**config.mk**
```make
export PLATFORM = sky130hd
export DESIGN_NAME = raster_irq_ctrl
export DESIGN_NICKNAME = d
export VERILOG_FILES = /design/src/rtl/raster_irq_pkg.sv /design/src/rtl/raster_reg_decode.sv /design/src/rtl/raster_timer.sv /design/src/rtl/raster_frame_count.sv /design/src/rtl/raster_pending.sv /design/src/rtl/raster_irq_ctrl.sv
export SDC_FILE = /design/constraint.sdc
export NUM_CORES = 1
export LEC_CHECK = 0
export ABC_AREA = 1
export BUFFER_PORTS_ARGS = -buffer_cell sky130_fd_sc_hd__buf_2
export CORE_ASPECT_RATIO = 1.2
export CORE_MARGIN = 2
export CORE_UTILIZATION = 60
export DETAILED_ROUTE_END_ITERATION = 10
export GPL_ROUTABILITY_DRIVEN = 0
export PLACE_DENSITY_LB_ADDON = 0.2
export SLEW_MARGIN = 15
export SYNTH_ARGS = -nofsm -noshare
export SYNTH_HDL_FRONTEND = slang
export SYNTH_SLANG_ARGS = --single-unit
export TNS_END_PERCENT = 100
```
**constraint.sdc**
```tcl
create_clock -name clk -period 3.5 [get_ports clk]
set_input_delay 0.525 -clock clk [delete_from_list [all_inputs] [get_ports clk]]
set_output_delay 0.525 -clock clk [all_outputs]
set_load 0.03 [all_outputs]
```
**src/rtl/raster_irq_pkg.sv**
```systemverilog
package raster_irq_pkg;
  localparam int IRQ_N   = 3;
  localparam int IRQ_L3  = 0;
  localparam int IRQ_TMR = 1;
  localparam int IRQ_VBL = 2;

  typedef enum logic [2:0] {
    RA_CTRL   = 3'd0,
    RA_RLD_HI = 3'd1,
    RA_RLD_LO = 3'd2,
    RA_ACK    = 3'd3,
    RA_STOP   = 3'd4
  } reg_addr_e;

  typedef struct packed {
    logic [7:0] speed;
    logic       load_vbl;
    logic       load_low;
    logic       irq_en;
    logic       anim_hold;
  } ctrl_t;
endpackage

```
**src/rtl/raster_reg_decode.sv**
```systemverilog
module raster_reg_decode
  import raster_irq_pkg::*;
#(
  parameter int DATA_W = 16,
  parameter int CNT_W  = 32
) (
  input  logic                clk,
  input  logic                rst_n,
  input  logic                reg_wr,
  input  logic [2:0]          reg_addr,
  input  logic [DATA_W-1:0]   reg_wdata,
  output ctrl_t               ctrl,
  output logic [CNT_W-1:0]    reload_eff,
  output logic                stop_en,
  output logic                low_wr,
  output logic [IRQ_N-1:0]    ack_clr
);
  localparam int HALF = CNT_W / 2;

  logic [HALF-1:0] rld_hi, rld_lo;

  assign low_wr     = reg_wr && (reg_addr == RA_RLD_LO);
  assign reload_eff = {rld_hi, low_wr ? reg_wdata[HALF-1:0] : rld_lo};
  assign ack_clr    = (reg_wr && reg_addr == RA_ACK) ? reg_wdata[IRQ_N-1:0] : '0;

  always_ff @(posedge clk) begin
    if (!rst_n) begin
      ctrl    <= '0;
      rld_hi  <= '0;
      rld_lo  <= '0;
      stop_en <= 1'b0;
    end else if (reg_wr) begin
      case (reg_addr)
        RA_CTRL: begin
          ctrl.speed     <= reg_wdata[15:8];
          ctrl.load_vbl  <= reg_wdata[6];
          ctrl.load_low  <= reg_wdata[5];
          ctrl.irq_en    <= reg_wdata[4];
          ctrl.anim_hold <= reg_wdata[3];
        end
        RA_RLD_HI: rld_hi  <= reg_wdata[HALF-1:0];
        RA_RLD_LO: rld_lo  <= reg_wdata[HALF-1:0];
        RA_STOP:   stop_en <= reg_wdata[0];
        default: ;
      endcase
    end
  end

  assert_ack_write_only_R9: assert property (@(posedge clk) disable iff (!rst_n)
    !(reg_wr && reg_addr == RA_ACK) |-> ack_clr == '0);
endmodule

```
**src/rtl/raster_timer.sv**
```systemverilog
module raster_timer #(
  parameter int CNT_W        = 32,
  parameter int FREEZE_LINES = 32
) (
  input  logic             clk,
  input  logic             rst_n,
  input  logic             pix_tick,
  input  logic             line_strobe,
  input  logic             vbl_strobe,
  input  logic             pal_mode,
  input  logic             stop_en,
  input  logic [CNT_W-1:0] reload,
  input  logic             low_wr,
  input  logic             load_low,
  input  logic             load_vbl,
  input  logic             irq_en,
  output logic             expire
);
  localparam int FRZ_W = $clog2(FREEZE_LINES + 1);

  logic [CNT_W-1:0] cnt;
  logic [FRZ_W-1:0] frz_cnt;
  logic             load_now, frozen, run;

  assign load_now = (low_wr && load_low) || (vbl_strobe && load_vbl);
  assign frozen   = (frz_cnt != '0);
  assign run      = pix_tick && !frozen && !load_now;
  assign expire   = run && (cnt == '0) && irq_en;

  always_ff @(posedge clk) begin
    if (!rst_n) begin
      cnt <= '0;
    end else if (load_now) begin
      cnt <= reload;
    end else if (run) begin
      cnt <= (cnt == '0) ? reload : cnt - 1'b1;
    end
  end

  always_ff @(posedge clk) begin
    if (!rst_n) begin
      frz_cnt <= '0;
    end else if (vbl_strobe && pal_mode && stop_en) begin
      frz_cnt <= FRZ_W'(FREEZE_LINES);
    end else if (line_strobe && frozen) begin
      frz_cnt <= frz_cnt - 1'b1;
    end
  end

  assert_frozen_quiet_R7: assert property (@(posedge clk) disable iff (!rst_n)
    frozen |-> !expire);
  assert_frozen_holds_R7: assert property (@(posedge clk) disable iff (!rst_n)
    (frozen && !load_now) |=> $stable(cnt));
  assert_reload_at_zero_R4: assert property (@(posedge clk) disable iff (!rst_n)
    (run && cnt == '0) |=> cnt == $past(reload));
  assert_load_now_R5: assert property (@(posedge clk) disable iff (!rst_n)
    load_now |=> cnt == $past(reload));
endmodule

```
**src/rtl/raster_frame_count.sv**
```systemverilog
module raster_frame_count #(
  parameter int LINE_W  = 9,
  parameter int ANIM_W  = 3,
  parameter int SPEED_W = 8
) (
  input  logic               clk,
  input  logic               rst_n,
  input  logic               line_strobe,
  input  logic               vbl_strobe,
  input  logic               anim_hold,
  input  logic [SPEED_W-1:0] speed,
  output logic [LINE_W-1:0]  line_cnt,
  output logic [ANIM_W-1:0]  anim
);
  logic [SPEED_W-1:0] frame_cnt;

  always_ff @(posedge clk) begin
    if (!rst_n) begin
      line_cnt <= '0;
    end else if (vbl_strobe) begin
      line_cnt <= '0;
    end else if (line_strobe) begin
      line_cnt <= line_cnt + 1'b1;
    end
  end

  always_ff @(posedge clk) begin
    if (!rst_n) begin
      frame_cnt <= '0;
      anim      <= '0;
    end else if (vbl_strobe && !anim_hold) begin
      if (frame_cnt >= speed) begin
        frame_cnt <= '0;
        anim      <= anim + 1'b1;
      end else begin
        frame_cnt <= frame_cnt + 1'b1;
      end
    end
  end

  assert_line_clear_R3: assert property (@(posedge clk) disable iff (!rst_n)
    vbl_strobe |=> line_cnt == '0);
  assert_anim_hold_R10: assert property (@(posedge clk) disable iff (!rst_n)
    (anim_hold || !vbl_strobe) |=> $stable(anim));
endmodule

```
**src/rtl/raster_pending.sv**
```systemverilog
module raster_pending #(
  parameter int N = 3
) (
  input  logic         clk,
  input  logic         rst_n,
  input  logic [N-1:0] set,
  input  logic [N-1:0] clr,
  output logic [N-1:0] pend
);
  for (genvar i = 0; i < N; i++) begin : g_flag
    always_ff @(posedge clk) begin
      if (!rst_n)      pend[i] <= 1'b0;
      else if (set[i]) pend[i] <= 1'b1;
      else if (clr[i]) pend[i] <= 1'b0;
    end

    assert_set_wins_R9: assert property (@(posedge clk) disable iff (!rst_n)
      set[i] |=> pend[i]);
    assert_clear_R9: assert property (@(posedge clk) disable iff (!rst_n)
      (clr[i] && !set[i]) |=> !pend[i]);
    assert_sticky_R8: assert property (@(posedge clk) disable iff (!rst_n)
      (pend[i] && !clr[i]) |=> pend[i]);
  end
endmodule

```
**src/rtl/raster_irq_ctrl.sv**
```systemverilog
module raster_irq_ctrl
  import raster_irq_pkg::*;
#(
  parameter int DATA_W       = 16,
  parameter int CNT_W        = 32,
  parameter int LINE_W       = 9,
  parameter int ANIM_W       = 3,
  parameter int FREEZE_LINES = 32
) (
  input  logic              clk,
  input  logic              rst_n,
  input  logic              pix_tick,
  input  logic              line_strobe,
  input  logic              vbl_strobe,
  input  logic              lvl3_event,
  input  logic              pal_mode,
  input  logic              reg_wr,
  input  logic [2:0]        reg_addr,
  input  logic [DATA_W-1:0] reg_wdata,
  output logic [DATA_W-1:0] reg_rdata,
  output logic              irq_lvl3,
  output logic              irq_timer,
  output logic              irq_vblank
);
  localparam int PAD_W = DATA_W - LINE_W - 1 - ANIM_W;

  ctrl_t             ctrl;
  logic [CNT_W-1:0]  reload_eff;
  logic              stop_en, low_wr, expire;
  logic [IRQ_N-1:0]  ack_clr, irq_set, pend;
  logic [LINE_W-1:0] line_cnt;
  logic [ANIM_W-1:0] anim;

  raster_reg_decode #(.DATA_W(DATA_W), .CNT_W(CNT_W)) u_decode (
    .clk(clk), .rst_n(rst_n), .reg_wr(reg_wr), .reg_addr(reg_addr),
    .reg_wdata(reg_wdata), .ctrl(ctrl), .reload_eff(reload_eff),
    .stop_en(stop_en), .low_wr(low_wr), .ack_clr(ack_clr)
  );

  raster_timer #(.CNT_W(CNT_W), .FREEZE_LINES(FREEZE_LINES)) u_timer (
    .clk(clk), .rst_n(rst_n), .pix_tick(pix_tick), .line_strobe(line_strobe),
    .vbl_strobe(vbl_strobe), .pal_mode(pal_mode), .stop_en(stop_en),
    .reload(reload_eff), .low_wr(low_wr), .load_low(ctrl.load_low),
    .load_vbl(ctrl.load_vbl), .irq_en(ctrl.irq_en), .expire(expire)
  );

  raster_frame_count #(.LINE_W(LINE_W), .ANIM_W(ANIM_W), .SPEED_W(8)) u_frame (
    .clk(clk), .rst_n(rst_n), .line_strobe(line_strobe), .vbl_strobe(vbl_strobe),
    .anim_hold(ctrl.anim_hold), .speed(ctrl.speed), .line_cnt(line_cnt), .anim(anim)
  );

  always_comb begin
    irq_set          = '0;
    irq_set[IRQ_L3]  = lvl3_event;
    irq_set[IRQ_TMR] = expire;
    irq_set[IRQ_VBL] = vbl_strobe;
  end

  raster_pending #(.N(IRQ_N)) u_pending (
    .clk(clk), .rst_n(rst_n), .set(irq_set), .clr(ack_clr), .pend(pend)
  );

  assign irq_lvl3   = pend[IRQ_L3];
  assign irq_timer  = pend[IRQ_TMR];
  assign irq_vblank = pend[IRQ_VBL];
  assign reg_rdata  = {line_cnt, {PAD_W{1'b0}}, pal_mode, anim};

  assert_vblank_flag_R8: assert property (@(posedge clk) disable iff (!rst_n)
    vbl_strobe |=> irq_vblank);
  assert_timer_gated_R4: assert property (@(posedge clk) disable iff (!rst_n)
    (!irq_timer && !ctrl.irq_en) |=> !irq_timer);
endmodule

```
Word level (Yosys, flattened, before mapping)
Index checks and enable logic that the tools add are counted.
- bits of input ports: 27
- register bits after elaboration: 106
- word-level logic and storage cells: 73
- output and inout port bits: 19
- bitwise gates (word level): 1
- $add $sub $neg: 5
- magnitude comparators: 1
- reductions and logical operators: 31
- equality and inequality tests: 4
- muxes and demuxes: 14
- operators with widths (kind ; number):
    32-bit 2-to-1 mux ; 3
    32-bit logical NOT ; 1
    32-bit by 1-bit subtractor with 32-bit output (second input constant) ; 1
    16-bit 2-to-1 mux ; 1
    1-bit logical AND ; 12
    6-bit 2-to-1 mux ; 2
    2-bit AND reduction ; 5
    2-bit nonzero test ; 5
    9-bit by 1-bit adder with 9-bit output (second input constant) ; 1
    8-bit by 1-bit adder with 8-bit output (second input constant) ; 1
    8-bit >= comparator ; 1
    8-bit 2-to-1 mux ; 1
    3-bit by 2-bit equality test with 1-bit output (second input constant) ; 2
    1-bit 2-to-1 mux ; 6
    6-bit nonzero test ; 1
    6-bit by 1-bit subtractor with 6-bit output (second input constant) ; 1
    2-bit OR reduction ; 2
    3-bit by 1-bit adder with 3-bit output (second input constant) ; 1
    3-bit by 1-bit equality test with 1-bit output (second input constant) ; 1
    3-bit equality test (second input constant) ; 1
    1-bit logical NOT ; 3
    3-bit logical NOT ; 1
    3-bit 2-to-1 mux ; 1
    1-bit logical OR ; 1
    1-bit NOT ; 1

Depth between registers and ports, before layout
Gate-level depths: netlist (run 1).
- depth in word-level cells: 9
- depth in mapped cells: 13
- mapped depth without buffers: 13

Modules after synthesis
From an unflattened synthesis (run 1), not the netlist that was laid out.
- cell total of the unflattened synthesis: 953
- area, all modules: 6135.9 µm²
- modules (own cells, without submodules) (module ; times used ; sequential area each (µm²) ; cells an instance ; area each (µm²)):
    raster_timer ; 1 ; 760.7 ; 475 ; 2911.5
    raster_reg_decode ; 1 ; 900.9 ; 309 ; 1979.4
    raster_frame_count ; 1 ; 400.4 ; 148 ; 1098.6
    raster_pending ; 1 ; 60.1 ; 16 ; 112.6
    raster_irq_ctrl ; 1 ; 0.0 ; 5 ; 33.8

Worst setup path before layout (run 1)
No wires, ideal clock.
- path kind: input-to-reg
- from: input port reg_addr[0]
- to: register u_timer.cnt[7]
- stages on the path: 9
- setup slack: 1.855 ns
- setup time: 0.131 ns
- data required time: 3.369 ns
- data arrival time: 1.514 ns
- buffers on the path: 2
- path through: inv_1 -> nand2_1 -> nor2_1 -> buf_2 -> buf_4 -> mux2i_1 -> nand2_1 -> nand3_1 -> a21oi_2
- longest elaborated chain between the ends: 7
- elaborated cells on any way between the ends: 11
- classes of those cells: 1 x eq/ne; 4 x mux; 6 x reduce/logical
- RTL lines (item ; line ; RTL):
    from (decl) ; raster_irq_ctrl.sv:18 ; input logic [2:0] reg_addr,
    3-bit by 2-bit equality test with 1-bit output * ; raster_reg_decode.sv:22 ; assign low_wr = reg_wr && (reg_addr == RA_RLD_LO);
    1-bit logical AND * ; raster_reg_decode.sv:22 ;
    parallel branches: the longest is 5 deep, another holds 32-bit 2-to-1 mux ; -- ;
    to (signal assigned) ; raster_timer.sv:34 ; cnt <= reload;
    to (signal assigned) ; raster_timer.sv:36 ; cnt <= (cnt == '0) ? reload : cnt - 1'b1;
    to (decl) ; raster_timer.sv:21 ; logic [CNT_W-1:0] cnt;
Mark *: on every way between the ends. The select of a mux whose other input is x is not followed.
A chain may end at the register's enable or synchronous reset.

Worst setup path in the final report (run 1)
- from: register u_timer.cnt[0]
- to: register u_timer.cnt[5]
- longest elaborated chain between the ends: 4
- elaborated cells on any way between the ends: 5
- classes of those cells: 1 x add/sub; 3 x mux; 1 x reduce/logical
- RTL lines (item ; line ; RTL):
    32-bit by 1-bit subtractor with 32-bit output / 32-bit logical NOT (equally long branches) ; raster_timer.sv:36 ;
    32-bit 2-to-1 mux * ; raster_timer.sv:36 ;
    32-bit 2-to-1 mux * ; raster_timer.sv:35 ; end else if (run) begin
    32-bit 2-to-1 mux * ; raster_timer.sv:33 ; end else if (load_now) begin
Every way passes the cells marked *; elsewhere a longest branch is shown, timed or not. The select of a mux whose other input is x is not followed.

==> results of run 1 <==
## cell families (layout without fill, tap and decap cells)
kind of cell,after synthesis,count (layout),share of synthesized area (%)
AO/OA/AOI/OAI,141,141,13.0
XOR/XNOR,13,13,2.02
adder cells (fa/ha/maj),15,15,3.33
buffers and inverters,126,157,9.19
flip-flops,106,106,37.6
multiplexers,7,7,1.24
other,1,3,0.0665
AND/OR/NAND/NOR,424,424,33.6
## final cells by class
type,count,area [µm²]
clock buffer,9,124
fill,817,3030
tap,120,150
multi-input combinational,603,3010
inverter,96,363
sequential,106,2120
timing repair buffer,45,233
clock inverter,7,52.6
## per-layer routing
metal,part of all wire (%),track usage (%),up-vias
met5,0,0,-
met4,2.6,12.5,0
met3,4.3,3.67,30
li1,-,-,2709
met1,43,32.4,2496
met2,50,50.6,145
## flip-flops by register name (all words and copies together) (netlist names)
signal,flops
u_timer.frz_cnt,6
u_decode.rld_lo,16
u_decode.rld_hi,16
u_pending.pend,3
u_decode.ctrl,12
u_decode.stop_en,1
u_frame.line_cnt,9
u_frame.frame_cnt,8
u_timer.cnt,32
u_frame.anim,3
## power by group
group | switching (W) | internal (W)
Combinational | 0.00236 | 0.00110
Clock | 0.000445 | 0.000265
Sequential | 0.000188 | 0.00139
Total | 0.00299 | 0.00276
## how the worst min path moves through the flow
stage,from,to,slack (ps),cells past startpoint
final,lvl3_event,u_pending.pend[0]$_SDFFE_PN0P_,370,3
after floorplan,u_decode.stop_en$_SDFFE_PN0P_,u_decode.stop_en$_SDFFE_PN0P_,420,2
after global routing,lvl3_event,u_pending.pend[0]$_SDFFE_PN0P_,390,3
after global placement,u_decode.stop_en$_SDFFE_PN0P_,u_decode.stop_en$_SDFFE_PN0P_,440,2
after detailed placement,u_decode.stop_en$_SDFFE_PN0P_,u_decode.stop_en$_SDFFE_PN0P_,440,2
after CTS,lvl3_event,u_pending.pend[0]$_SDFFE_PN0P_,360,3
## worst reg2reg max path: stages (launching register included)
cell and delay [ps]:
sky130_fd_sc_hd__dfxtp_1 400, sky130_fd_sc_hd__inv_1 90, sky130_fd_sc_hd__ha_1 190, sky130_fd_sc_hd__inv_1 50, sky130_fd_sc_hd__nor2_1 30, sky130_fd_sc_hd__nand2_1 100
sky130_fd_sc_hd__nor2_4 50, sky130_fd_sc_hd__nand4_4 130, sky130_fd_sc_hd__nand2_4 220, sky130_fd_sc_hd__inv_4 340, sky130_fd_sc_hd__nand3_1 130, sky130_fd_sc_hd__nand2_1 90
sky130_fd_sc_hd__a21oi_1 60
## cells in the final DEF (no fill, tap or decap), drive strengths merged, types with 7 or more instances in the layout
cell type,count
nor2,131
nand3,54
buf,45
xor2,11
a21oi,79
or2,9
clkbuf,9
mux2i,7
inv,97
o21ai,58
nand2,201
nor3,8
dfxtp,106
nand4,15
ha,15
## per-stage QoR
| step | utilization, % | instances | hold slack, ps |
|---|---|---|---|
| global route | 66.6 | 986 | 387 |
| CTS | 66.6 | 986 | 364 |
| finish | 66.6 | 986 | 373 |
| floorplan | - | 835 | 425 |
| detailed placement | 64.7 | 970 | 443 |
| global placement | 64.7 | 970 | 436 |
==> results by stage, run 1 <==
Floorplan:
- From left edge to right edge, the die measures ~93 µm.
- The die covers roughly 10000 µm².
- The number of core rows is 38.
- The die is approximately 110 µm tall.
- Pin placement for this block handled 46 I/O pins.
- The starting density of the core is 62.1%.
- The core region is roughly 9000 µm².

STA:
- The setup TNS is 0 ps.
- Based on the critical path, the design can be clocked at up to 0.491 GHz.
- The number of slew-limit violations in the final report came to 0.
- For the pin with the worst max-slew slack, the measured transition is roughly 700 ps.
- The total count of hold-check failures in the final report is 0.
- In this run the tightest slew margin relative to its limit is between 50% and 60%.
- In the finished design, the share of the clock period the worst path needs comes to between 50% and 60%.
- Across all setup checks in the final design, the least slack found is 1460 ps.
- The final count of negative-setup-slack endpoints is 0.
- The worst setup skew after layout is ~14 ps.
- Setup repair after global routing left no endpoint under its margin.
- The shortest period the worst path allows is around 2000 ps.

Yosys:
- Counting distinct cell types in the post-synthesis netlist gives 38.
- Among all flip-flop cells after synthesis, the most frequent one is sky130_fd_sc_hd__dfxtp_1.
- The share of flip-flops with an asynchronous set or reset after synthesis is 0%.
- The sequential cell area fraction in the yosys report is a little under two fifths.
- By area the synthesized netlist is led by sky130_fd_sc_hd__dfxtp_1 38%, sky130_fd_sc_hd__nand2_1 13%, sky130_fd_sc_hd__nor2_1 7.9%.
- The leading area contributor after synthesis is sky130_fd_sc_hd__dfxtp_1.
- The count of mapped cells out of synthesis is 833.
- The Yosys step of the flow raised 0 warnings.
- Yosys mapped a number of flops with a built-in enable equal to 0.
- In the post-synthesis netlist, the cell with the most instances is sky130_fd_sc_hd__nand2_1.
- The commonest cells after synthesis are 192 x sky130_fd_sc_hd__nand2_1, 119 x sky130_fd_sc_hd__nor2_1, 106 x sky130_fd_sc_hd__dfxtp_1.
- The synthesized netlist occupies a cell area of ~5600 µm².
- The area share of the largest cell type after synthesis is between 30 and 40%.
- The per-instance average area after synthesis is slightly below 7 µm².
- The flop and latch count out of synthesis is roughly 110.

Global route:
- The overflow left after global routing is 0.
- Entering global routing, the biggest net connects 51 pins.
- The global routing usage summed across all routing layers is about 28%.
- The first-pass GRT wire length is approximately 22 mm.
- The number of antenna violations at the first check in global routing is 0.
- The via count of the first global-routing pass was between 4000 and 5000.

Clock tree:
- The clock sink count is ~110.
- The clock network latency to the later pin of the worst-skew pair is 380 ps.
- The number of setup buffers added after CTS is 0.
- The buffer levels on the longest clock path is 2.
- After clock tree synthesis, the flow added hold-fix buffers numbering 0.
- The cell at the root of the clock tree is sky130_fd_sc_hd__clkbuf_8.
- The number of gates resized after CTS was 0.
- The TritonCTS clock tree is built.
- TritonCTS created 9 clock buffers.
- The clock slew seen by the registers of the worst setup and hold paths is 100 ps.
- The number of H-tree branching levels is 3.

Final layout:
- The area of all placed cells without fillers is 6050 µm².
- From synthesis to final layout, the design area changed by 7.30%.
- The post-layout net count is between 900 and 1000.
- The share of layout cells above drive strength 1 is approximately 12%.
- The number of antenna cells inserted is 0.

Worst setup path:
- The critical-path cell with the highest stage delay is sky130_fd_sc_hd__dfxtp_1.
- The worst setup path is launched from a flop.
- For flop-to-flop paths, the worst setup slack is between 1000 and 1500 ps.
- Walking the worst path, the cells encountered are inv_1, ha_1, inv_1, nor2_1, nand2_1, nor2_4, nand4_4, nand2_4, inv_4, nand3_1, nand2_1, a21oi_1.
- The most critical setup path has its startpoint at u_timer.cnt[0]$_SDFFE_PN0P_.
- In this design, the stage delay of the slowest critical-path cell is 400 ps.
- In this run the critical register-to-register path is launched from u_timer.cnt[0]$_SDFFE_PN0P_.
- The critical path runs through a total of 12 cells.
- The data arrival time at the worst-slack endpoint is roughly 2300 ps.
- The type of element capturing the critical path is a flop.
- For the worst flop-to-flop path, the logic depth is 12.
- The cell family contributing the most delay on the critical path is simple AND/OR/NAND/NOR gates.
- The most critical setup path has its endpoint at u_timer.cnt[5]$_SDFFE_PN0P_.
- Of all nets on the critical path, the largest fanout is 35.
- The number of buffers and inverters on the critical path is 3.
- Data on the critical path is required at its endpoint by between 3000 and 4000 ps.
- The worst register-to-register path ends at u_timer.cnt[5]$_SDFFE_PN0P_.
- The category of the most critical setup path is flop to flop.

Worst hold path:
- The path category of the worst min-delay check is primary input to flop.

Routing:
- The post-route DRC violation count is 0.
- The routed layout has around 5400 vias.
- The detail route stage leaves a number of antenna-violating nets equal to 0.
- The final routed wire length divided by cell count is about 14 µm.
- For this block, the routed nets add up to 13.6 mm of wire.
- The average vias per placed instance is between 5 and 6.
- The violation count after the first detailed-route iteration is about 400.
- The first detailed-routing pass took 5 iterations.

Power:
- The maximum vdd drop is between 0.4 and 0.5 mV.
- The analysis attributes to cell leakage a power of roughly 2.8 nW.
- Dividing total power by cell area gives a power density of about 950 nW/µm².
- The design draws about 0.0058 W.

Place:
- Prior to clock tree synthesis, the placed netlist has a worst setup slack of 1160 ps.
- The count of port buffers added during placement is 42.
- The placed wire-length estimate is between 9 and 10 mm.
- The total placed instance area is 5870 µm².

Status:
- The run finished with clean final reports.

Flow run:
- The max capacitance violation total is 0.
Power figures use the tool's default switching activity.
==> run 2: changes to the inputs <==
--- a/config.mk
+++ b/config.mk
@@ -5,11 +5,11 @@
 export SDC_FILE = /design/constraint.sdc
 export NUM_CORES = 1
 export LEC_CHECK = 0
-export ABC_AREA = 1
+export ABC_AREA = 0
 export BUFFER_PORTS_ARGS = -buffer_cell sky130_fd_sc_hd__buf_2
 export CORE_ASPECT_RATIO = 1.2
 export CORE_MARGIN = 2
-export CORE_UTILIZATION = 60
+export CORE_UTILIZATION = 54
 export DETAILED_ROUTE_END_ITERATION = 10
 export GPL_ROUTABILITY_DRIVEN = 0
 export PLACE_DENSITY_LB_ADDON = 0.2
==> constraint.sdc (replaced) <==
create_clock -name clk -period 1.7 [get_ports clk]
set_input_delay 0.255 -clock clk [delete_from_list [all_inputs] [get_ports clk]]
set_output_delay 0.255 -clock clk [all_outputs]
set_load 0.03 [all_outputs]
==> run 2 against run 1 <==
  * The flow now finishes with violations (setup timing)
  * Final cell count shrank 6.4%
  * Total power grew 140%
  * Via count grew 3.8%
  * Setup slack lost 1900 ps
  * Utilization grew 6.5 points
  * Area after synthesis shrank 6.9%
  * Die area grew 3.3%
  * Combinational power grew 140%
  * Non-clock buffer count grew 115
  * First-iteration DRC count grew 15%
  * Clock power grew to 2.8 times the previous value
  * Sequential cell count is the same
==> results by stage, run 2 <==
Status:
- The run finished, with violations left.
- The checks that failed: setup timing.

Worst setup path:
- The beginning of the worst register-to-register path is u_timer.cnt[0]$_SDFFE_PN0P_.
- The worst reg-to-reg path cell count is 10.
- Along the worst path, the maximum fanout reaches 11.
- The signal on the critical path passes through inv_2, ha_1, or4b_4, buf_4, nand3b_1, nor4_4, nand2b_4, buf_8, a32oi_1, o41ai_1.
- The worst setup path is launched from a flop.
- The category of the most critical setup path is flop to flop.
- The type of element capturing the critical path is a flop.
- The critical path data required time is about 1900 ps.
- The data arrival time at the worst-slack endpoint is 2390 ps.
- The setup slack of the most critical reg-to-reg path is -450 ps.
- For this run, the slowest stage of the critical path takes 460 ps.
- The critical-path cell with the highest stage delay is sky130_fd_sc_hd__or4b_4.
- In this run the critical register-to-register path is captured at u_timer.cnt[13]$_SDFFE_PN0P_.

STA:
- The final count of negative-setup-slack endpoints is 38.
- The fmax is approximately 0.46 GHz.
- The post-route clock period utilization is 127%.
- Across all setup checks in the final design, the least slack found is -453 ps.
- The number of slew-limit violations in the final report is 0.
- Setup repair after global routing could not meet its margin everywhere.
- For the final database, setup skew stands at approximately 11 ps.
- The total count of hold-check failures in the final report is 0.
- The shortest period the worst path allows is between 2000 and 2500 ps.
- Hold timing on the final database bottoms out at a slack of between 100 and 150 ps.

Routing:
- The final routed wirelength across all metal layers is around 17 mm.
- The final routed wire length divided by cell count is approximately 18 µm.
- The violation count after the first detailed-route iteration is around 450.
- The average vias per placed instance is slightly above 6.
- For this block, the via count after detailed routing is between 5000 and 6000.
- The post-route DRC violation count is 0.
- The count of nets left with antenna violations once routing finished came out at 0.
- The first detailed-routing pass took 5 iterations.

Place:
- Port buffering added 42 buffers.
- The wire-length estimate of the detail-placed layout is between 10 and 15 mm.
- In this run, placement finished with an instance count of 897.

Final layout:
- Leaving out fill and tap cells, the most frequent cell in the layout is sky130_fd_sc_hd__nand2_1.
- The top cell types in the final layout, fill and taps aside, are 125 x sky130_fd_sc_hd__nand2_1, 112 x sky130_fd_sc_hd__buf_4, 100 x sky130_fd_sc_hd__dfxtp_1.
- The area growth from synthesis to layout is 32.5%.
- Cells with a size suffix above 1 make up just over 30% of the layout.
- The repair_antennas step left the layout with diodes totalling 0.
- u_timer.cnt holds more flip-flops than any other register.
- The largest registers in the layout are u_timer.cnt: 32 flops, u_decode.rld_hi: 16 flops, u_decode.rld_lo: 16 flops.
- The final cell count without fillers is ~920.
- The count of filler cells inserted in the layout is 722.
- The register with the most flip-flops in the layout has 32 of them.
- The post-layout net count is 838.

Floorplan:
- The die is 112 µm tall.
- For this design the top-level I/O count stands at between 40 and 50.
- The die covers between 10000 and 15000 µm².
- The starting density of the core is between 50% and 60%.
- The die boundary width is 94.0 µm.
- In this run the core area contains 39 standard-cell rows.
- The core region is about 9500 µm².

Worst hold path:
- The path class of the tightest hold or removal check is primary input to flop.
- The cell count of the worst hold path is 3.
- The worst hold path terminates at u_pending.pend[0]$_SDFFE_PN0P_.
- The beginning of the worst hold path is lvl3_event.

Yosys:
- The share of flip-flops with an asynchronous set or reset after synthesis is 0%.
- The sequential cell area fraction in the yosys report is between 40% and 50%.
- The mapped netlist covers 5250 µm².
- By area the synthesized netlist is led by sky130_fd_sc_hd__dfxtp_1 40%, sky130_fd_sc_hd__nand2_1 9.1%, sky130_fd_sc_hd__a21oi_1 6.8%.
- The count of unique library cells instantiated by Yosys is 65.
- Synthesis handed over a netlist of approximately 660 instances.
- The number of enable flip-flop cells after synthesis is 0.
- The cell with the most instances after synthesis is sky130_fd_sc_hd__nand2_1.
- After synthesis, the most frequently instantiated cells are 128 x sky130_fd_sc_hd__nand2_1, 106 x sky130_fd_sc_hd__dfxtp_1, 71 x sky130_fd_sc_hd__a21oi_1.
- The area share of the largest cell type after synthesis is between 40% and 50%.
- The Yosys step of the flow raised 0 warnings.
- The leading area contributor after synthesis is sky130_fd_sc_hd__dfxtp_1.
- After synthesis the netlist holds a flip-flop and latch count of 106.
- Among all flip-flop cells after synthesis, the most frequent one is sky130_fd_sc_hd__dfxtp_1.
- The per-instance average area after synthesis is approximately 8.0 µm².

Clock tree:
- The clock passes through at most 2 buffers.
- Hold repair after CTS inserted 0 buffers.
- The H-tree generated during clock tree synthesis spans 3 levels.
- In this run, CTS created clock tree buffers numbering 9.
- The clock reaches the later pin of the worst-skew pair after about 350 ps.
- The TritonCTS clock tree is built.
- The clock slew seen by the registers of the worst setup and hold paths is about 70 ps.
- The clock sink count is around 110.
- In this run the clock root is driven by a sky130_fd_sc_hd__clkbuf_16.

Global route:
- The number of antenna violations at the first check in global routing is 0.
- Entering global routing, the biggest net connects 54 pins.
- The first global-routing pass estimated roughly 26 mm of wire.
- The overflow left after global routing is 0.
- Global routing used 31.4% of the available tracks.
- The via count of the first global-routing pass is between 5000 and 6000.

Power:
- The total leakage power is about 2.9 nW.
- In this run the power density over the cells is a little under 2000 nW/µm².
- After layout, the design draws a total of between 0.01 and 0.015 W.
- The maximum vdd drop is around 2.3 mV.

Flow run:
- Across the run, the number of max-cap violations was 0.
run 2: per-stage QoR:
stage / util [%] / instance area (µm²) / setup TNS (ps) / setup slack [ps]
after floorplan: - / 5360 / -9230 / -396
after global placement: 67.2 / 6400 / -11500 / -456
after detailed placement: 67.2 / 6400 / -12160 / -506
after global routing: 73.1 / 6960 / -17840 / -576
final: 73.1 / 6960 / -13490 / -453
after CTS: 71.5 / 6810 / -11730 / -432
run 2: worst max path at each step:
stage / start / endpoint / slack [ps] / cells after the start
floorplan: u_timer.cnt[0]$_SDFFE_PN0P_ / u_timer.cnt[9]$_SDFFE_PN0P_ / -400 / 7
global placement: u_timer.cnt[0]$_SDFFE_PN0P_ / u_timer.cnt[1]$_SDFFE_PN0P_ / -460 / 8
detailed placement: u_timer.cnt[0]$_SDFFE_PN0P_ / u_timer.cnt[1]$_SDFFE_PN0P_ / -510 / 8
CTS: u_timer.cnt[0]$_SDFFE_PN0P_ / u_timer.cnt[1]$_SDFFE_PN0P_ / -430 / 8
global route: u_timer.cnt[0]$_SDFFE_PN0P_ / u_timer.cnt[27]$_SDFFE_PN0P_ / -580 / 10
finish: u_timer.cnt[0]$_SDFFE_PN0P_ / u_timer.cnt[13]$_SDFFE_PN0P_ / -450 / 10
run 2: layout make-up:
class | count | area, µm² | share of cell area [%]
Inverter | 14 | 52.6 | 0.756
Sequential cell | 106 | 2130 | 30.6
Tap cell | 123 | 154 | 2.21
Clock inverter | 4 | 35.0 | 0.504
Multi-Input combinational cell | 505 | 3210 | 46.2
Clock buffer | 11 | 243 | 3.49
Timing Repair Buffer | 160 | 1130 | 16.3
run 2: logic make-up after synthesis:
group	synth area share [%]
other	0.0714
adders and majority gates	3.57
DFF	40.4
and+or+nand+nor	29.7
xor gates and xnor gates	3.34
buffers and inverters	3.86
muxes	2.50
AOI/OAI and AO/OA	16.6
run 2: layer usage:
layer	up-vias	global-route usage [%]	part of all wire, %
met2	274	53.7	48
met3	68	5.03	6.7
met5	-	0	0
met1	2644	37.7	40
met4	0	16.3	4.9
li1	2599	-	-
run 2: power breakdown:
part | internal (W) | switching, W | leakage [nW]
clock | 0.00104 | 0.000949 | 0.130
sequential | 0.00285 | 0.000331 | 0.863
combinational | 0.00400 | 0.00446 | 1.88
run 2: worst max-delay path, delay by kind of cell, from the launching register on:
family                     cells  cell delay, ps
adders and majority gates      1             130
and+or+nand+nor                4            1050
AOI/OAI and AO/OA              2             170
buffers and inverters          3             370
DFF                            1             320
run 2: what timing repair did:
item,in CTS,in global routing
pin swaps,18,15
setup endpoints to repair,44,45
cloned,0,1
buffers inserted,8,4
gates resized for setup,17,30
